--- src/rtl/mbi_pkg.sv ---
package mbi_pkg;
  typedef enum logic [2:0] {
    ST_IDLE,
    ST_ADDR,
    ST_WAIT,
    ST_HANDOFF,
    ST_ABORT
  } mbi_state_e;

  // strobes from control to datapath
  typedef struct packed {
    logic loadReq;
    logic driveAddr;
    logic setAbort;
  } mbi_strobe_t;
endpackage

--- src/rtl/mbi_ctrl.sv ---
module mbi_ctrl
  import mbi_pkg::*;
#(
  parameter int CLAIM_LIMIT = 6
) (
  input  logic        clk,
  input  logic        rstN,
  input  logic        reqValid,
  input  logic        gntN,
  input  logic        frameInN,
  input  logic        irdyInN,
  input  logic        devselN,
  output mbi_strobe_t stb,
  output logic        frameN,
  output logic        frameOe,
  output logic        busy,
  output logic        done,
  output logic        handoff
);
  localparam int CNT_W = $clog2(CLAIM_LIMIT + 1);
  localparam logic [CNT_W-1:0] LAST_CLK = CNT_W'(CLAIM_LIMIT);
  localparam logic [CNT_W-1:0] FIRST_WAIT = CNT_W'(2);

  mbi_state_e state, stateNext;
  logic [CNT_W-1:0] clkCnt;
  logic startOk, timeout;

  assign startOk = reqValid && !gntN && frameInN && irdyInN;
  assign timeout = devselN && (clkCnt == LAST_CLK);

  always_comb begin
    stateNext = state;
    case (state)
      ST_IDLE:    if (startOk) stateNext = ST_ADDR;
      ST_ADDR:    stateNext = ST_WAIT;
      ST_WAIT: begin
        if (!devselN)     stateNext = ST_HANDOFF;
        else if (timeout) stateNext = ST_ABORT;
      end
      ST_HANDOFF: stateNext = ST_IDLE;
      ST_ABORT:   stateNext = ST_IDLE;
      default:    stateNext = ST_IDLE;
    endcase
  end

  always_ff @(posedge clk or negedge rstN) begin
    if (!rstN) begin
      state  <= ST_IDLE;
      clkCnt <= '0;
    end else begin
      state <= stateNext;
      if (state == ST_ADDR)      clkCnt <= FIRST_WAIT;
      else if (state == ST_WAIT) clkCnt <= clkCnt + 1'b1;
      else                       clkCnt <= '0;
    end
  end

  always_comb begin
    stb.loadReq   = (state == ST_IDLE) && startOk;
    stb.driveAddr = (state == ST_ADDR);
    stb.setAbort  = (state == ST_WAIT) && timeout;
  end

  assign busy    = (state != ST_IDLE);
  assign frameOe = busy;
  assign frameN  = !(state == ST_ADDR || state == ST_WAIT || state == ST_HANDOFF);
  assign done    = (state == ST_HANDOFF) || (state == ST_ABORT);
  assign handoff = (state == ST_HANDOFF);
endmodule

--- src/rtl/mbi_datapath.sv ---
module mbi_datapath
  import mbi_pkg::*;
#(
  parameter int ADDR_W = 32,
  parameter int CMD_W  = 4
) (
  input  logic              clk,
  input  logic              rstN,
  input  mbi_strobe_t       stb,
  input  logic [ADDR_W-1:0] reqAddr,
  input  logic [CMD_W-1:0]  reqCmd,
  input  logic              abortClr,
  output logic [ADDR_W-1:0] adOut,
  output logic [CMD_W-1:0]  cbeOut,
  output logic              adOe,
  output logic              cbeOe,
  output logic [ADDR_W-1:0] rdData,
  output logic              abortFlag
);
  logic [ADDR_W-1:0] addrReg;
  logic [CMD_W-1:0]  cmdReg;
  logic              isRead;

  assign isRead = !cmdReg[0];

  always_ff @(posedge clk or negedge rstN) begin
    if (!rstN) begin
      addrReg   <= '0;
      cmdReg    <= '0;
      rdData    <= '0;
      abortFlag <= 1'b0;
    end else begin
      if (stb.loadReq) begin
        addrReg <= reqAddr;
        cmdReg  <= reqCmd;
      end
      if (stb.setAbort && isRead) rdData <= '1;
      if (stb.setAbort)           abortFlag <= 1'b1;
      else if (abortClr)          abortFlag <= 1'b0;
    end
  end

  assign adOe   = stb.driveAddr;
  assign cbeOe  = stb.driveAddr;
  assign adOut  = stb.driveAddr ? addrReg : '0;
  assign cbeOut = stb.driveAddr ? cmdReg : '0;
endmodule

--- src/rtl/mux_bus_initiator.sv ---
module mux_bus_initiator
  import mbi_pkg::*;
#(
  parameter int ADDR_W      = 32,
  parameter int CMD_W       = 4,
  parameter int CLAIM_LIMIT = 6
) (
  input  logic              clk,
  input  logic              rstN,
  input  logic              reqValid,
  input  logic [ADDR_W-1:0] reqAddr,
  input  logic [CMD_W-1:0]  reqCmd,
  output logic              busy,
  input  logic              gntN,
  input  logic              frameInN,
  input  logic              irdyInN,
  input  logic              devselN,
  output logic [ADDR_W-1:0] adOut,
  output logic              adOe,
  output logic [CMD_W-1:0]  cbeOut,
  output logic              cbeOe,
  output logic              frameN,
  output logic              frameOe,
  output logic              done,
  output logic              handoff,
  output logic [ADDR_W-1:0] rdData,
  output logic              abortFlag,
  input  logic              abortClr
);
  mbi_strobe_t stb;

  mbi_ctrl #(.CLAIM_LIMIT(CLAIM_LIMIT)) u_ctrl (
    .clk(clk), .rstN(rstN), .reqValid(reqValid), .gntN(gntN),
    .frameInN(frameInN), .irdyInN(irdyInN), .devselN(devselN),
    .stb(stb), .frameN(frameN), .frameOe(frameOe), .busy(busy),
    .done(done), .handoff(handoff)
  );

  mbi_datapath #(.ADDR_W(ADDR_W), .CMD_W(CMD_W)) u_dp (
    .clk(clk), .rstN(rstN), .stb(stb), .reqAddr(reqAddr), .reqCmd(reqCmd),
    .abortClr(abortClr), .adOut(adOut), .cbeOut(cbeOut), .adOe(adOe),
    .cbeOe(cbeOe), .rdData(rdData), .abortFlag(abortFlag)
  );
endmodule

--- config.mk ---
export PLATFORM = sky130hd
export DESIGN_NAME = mux_bus_initiator
export DESIGN_NICKNAME = d
export VERILOG_FILES = /design/src/rtl/mbi_pkg.sv /design/src/rtl/mbi_ctrl.sv /design/src/rtl/mbi_datapath.sv /design/src/rtl/mux_bus_initiator.sv
export SDC_FILE = /design/constraint.sdc
export NUM_CORES = 1
export LEC_CHECK = 0
export BUFFER_PORTS_ARGS = -buffer_cell sky130_fd_sc_hd__buf_2
export CORE_MARGIN = 5
export CORE_UTILIZATION = 45
export DETAILED_ROUTE_END_ITERATION = 7
export PLACE_DENSITY = 0.91
export SLEW_MARGIN = 5
export SYNTH_ARGS = -nofsm -noshare
export SYNTH_HDL_FRONTEND = slang
export SYNTH_SLANG_ARGS = --single-unit
--- constraint.sdc ---
create_clock -name clk -period 2.26 [get_ports clk]
set_input_delay 0.339 -clock clk [delete_from_list [all_inputs] [get_ports clk]]
set_output_delay 0.339 -clock clk [all_outputs]
set_load 0.02 [all_outputs]
==> flow_metrics.tcl <==
set metrics [dict create \
    outcome "finished, final reports clean" \
    layout.nets 320 \
    critPathSlowestCell "dfrtp_1" \
    clock_skew_ps 6.160 \
    max-vdd-ir-drop_v 0.0004398 \
    drt-vias-per-instance 4.570 \
    synth_edf_count 0 \
    area_growth_pct 22.16 \
    drcViolationCount 0 \
    rsz0062_at_grt "false" \
    syn_nets 231 \
    criticalPathCategory "reg -> out" \
    synth_flop_cell "dfrtp_1" \
    post_cts.repair.setup_buffers 0 \
    grt_max_degree 45 \
    drt_iter0_drc 53 \
    arrival_ps 1650 \
    path_buf_inv 2 \
    place_hpwl_microns 3477 \
    worst_ep_required_time_ps 1920 \
    drive_above_1_share_pct 63.14 \
    pwr-share-seq_pct 38.9 \
    antenna_cells 0 \
    startpoint_type "register" \
    yosysSeqAreaShare_pct 46.44 \
    leakage_uw 0.001648 \
    hold_class "in -> async" \
    first_pass_iters 4 \
    power_density_mw_per_mm2 1199 \
    port_buffers 119 \
    critPathCaptureType "output port" \
    track_usage_pct 13.45 \
    fin_ws_ps 269.4 \
    tightest_slew_ps 950.3 \
    hold_buffers 0 \
    synth.avg_cell_area_sq_um 12.82 \
    max-slew-margin-rel_pct 36.65 \
    cts_made_buffers 5 \
    hold_viol 0 \
    antenna_found_initial 0 \
    p_comb_share_pct 41.2 \
    swShare_pct 33.76 \
    post-place-ws_ps 461.3 \
    vias 1572 \
    die-area_sq_mm 0.006820 \
    grt_overflow 0 \
    synth-async-reset-ratio_pct 100.0 \
    ioPinCount 120 \
    htreeDepth 2 \
    start_util_pct 46.42 \
    clkSinkCount 44 \
    ys_ff_latch 44 \
    antenna_left 0 \
    clkLatencyLatePin_ps 290 \
    rows 26 \
    p_int_uw 2300 \
    fin_setup_tns_ps 0 \
    cts_tree "done" \
    dieWidth_microns 82.59 \
    pwr-share-clk_pct 19.9 \
    gp_congestion 0.7616 \
    synth_cells 185 \
    core_area_sq_mm 0.005107 \
    worstPathCellList "nand2b_1 > nor2_2 > buf_4 > and2_1 > buf_2" \
    reg2reg_depth 4 \
    fin_crit_ps 1991 \
    setup_viol 0 \
    syn-cell-area_sq_mm 0.002371 \
    maxCapViolCount 0 \
    wl_per_cell_microns 13.34 \
    fmax_mhz 502.4 \
    clockBufferDepth 2 \
    wl_microns 4590 \
    die_h_microns 82.59 \
    root_buffer "clkbuf_8" \
    finalCritPeriodShare_pct 88.08 \
    p_switching_uw 1172 \
    finalMaxSlewViolations 0 \
    critPathTopFamily "simple AND/OR/NAND/NOR gates" \
    worstPathMaxFanout 20 \
    critical_path_depth 5 \
    max_stage_delay_ps 460 \
    ys_warn_count 0 \
    yosysUniqueCellTypes 26 \
    grt_pass1_wl_microns 7044 \
    path_clk_slew_ps 80 \
    grt_pass1_vias 1568 \
    cts_resized 0 \
    reg2reg_slack_ps 460 \
]
stage by stage:
step	power, uW	std cells	area (sq um)	util [%]	hold WS [ps]
after floorplan	2537	185	2371	-	43.41
after global placement	2761	337	2768	54.19	443.9
after detailed placement	2819	337	2768	54.19	449.1
after CTS	3532	344	2897	56.71	223.2
after global routing	3703	344	2897	56.71	256.7
final	3473	344	2897	56.71	195.6
flip-flops by register name, summed over array words and instances, names as in the netlist:
name            cells
u_dp.rdData         1
u_dp.addrReg       32
u_ctrl.clkCnt       3
u_dp.cmdReg         4
u_ctrl.state        3
u_dp.abortFlag      1
power by group through the flow:
stage	clock (uW)	sequential (uW)	combinational [uW]
global route	750	1410	1540
finish	692	1350	1430
detailed placement	0	1360	1460
CTS	718	1360	1460
global placement	0	1350	1420
floorplan	0	1300	1240
synthesized netlist by cell type (2+ instances only):
master | n | area share (%)
clkbuf_1 | 3 | 0.47
buf_12 | 3 | 2.5
or3b_2 | 2 | 0.74
mux2_2 | 7 | 3.3
nor2_1 | 5 | 0.79
a21oi_1 | 2 | 0.42
dfrtp_1 | 44 | 46
or2_2 | 2 | 0.53
mux2_4 | 30 | 19
ha_1 | 2 | 1.1
inv_1 | 3 | 0.47
buf_4 | 33 | 10
and2_1 | 36 | 9.5
placed cells by master, fill, tap and decap left out, drive strengths merged:
cell type  Yosys  layout
ha             2       2
a21oi          2       2
o21ai          1       1
or3            1       1
clkbuf         3       5
and2          36      36
o21bai         1       1
nand2b         1       1
nand4b         1       1
nand2          1       1
bufinv         0       2
inv            3       3
buf           37     122
mux2          37      37
xnor2          1       1
nor3           1       1
nor2           6       6
or3b           2       2
nand3b         1       1
or2            2       2
nand3          1       1
dfrtp         44      44
a21o           1       1
path summary, 6_finish.rpt:
kind,from,end
setup / recovery,u_ctrl.state[1],adOut[15]
setup reg to reg,u_ctrl.state[1],u_dp.cmdReg[3]
min in group clk,abortClr,u_dp.abortFlag
hold / removal,rstN,u_dp.addrReg[3]
max in group asynchronous,rstN,u_dp.cmdReg[0]
hold reg to reg,u_ctrl.clkCnt[0],u_ctrl.clkCnt[0]
metal layers:
metal / up-vias / GRT usage, % / part of all wire [%]
met3: 3 / 3.688 / 11
met4: 0 / 3.431 / 0.61
li1: 746 / - / -
met2: 76 / 23.88 / 50
met5: - / 0 / 0
met1: 747 / 16.01 / 39
cell families after synthesis:
kind of cell | count (synthesis) | synth area share, %
and+or+nand+nor | 53 | 14.41
DFF | 44 | 46.44
buffers and inverters | 43 | 14.14
muxes | 37 | 22.32
AOI/OAI and AO/OA | 5 | 1.267
adders and majority gates | 2 | 1.055
xor gates and xnor gates | 1 | 0.3695
final cells by class:
type | instances | area, sq um
clock inverters | 2 | 60.06
inverters | 3 | 11.26
clock buffers | 5 | 68.82
repair buffers | 122 | 630.6
fillers | 441 | 2211
flip-flops and latches | 44 | 1101
well taps | 70 | 87.58
multi-input cells | 98 | 937.1
No activity file was read; power rests on OpenSTA's default activity.
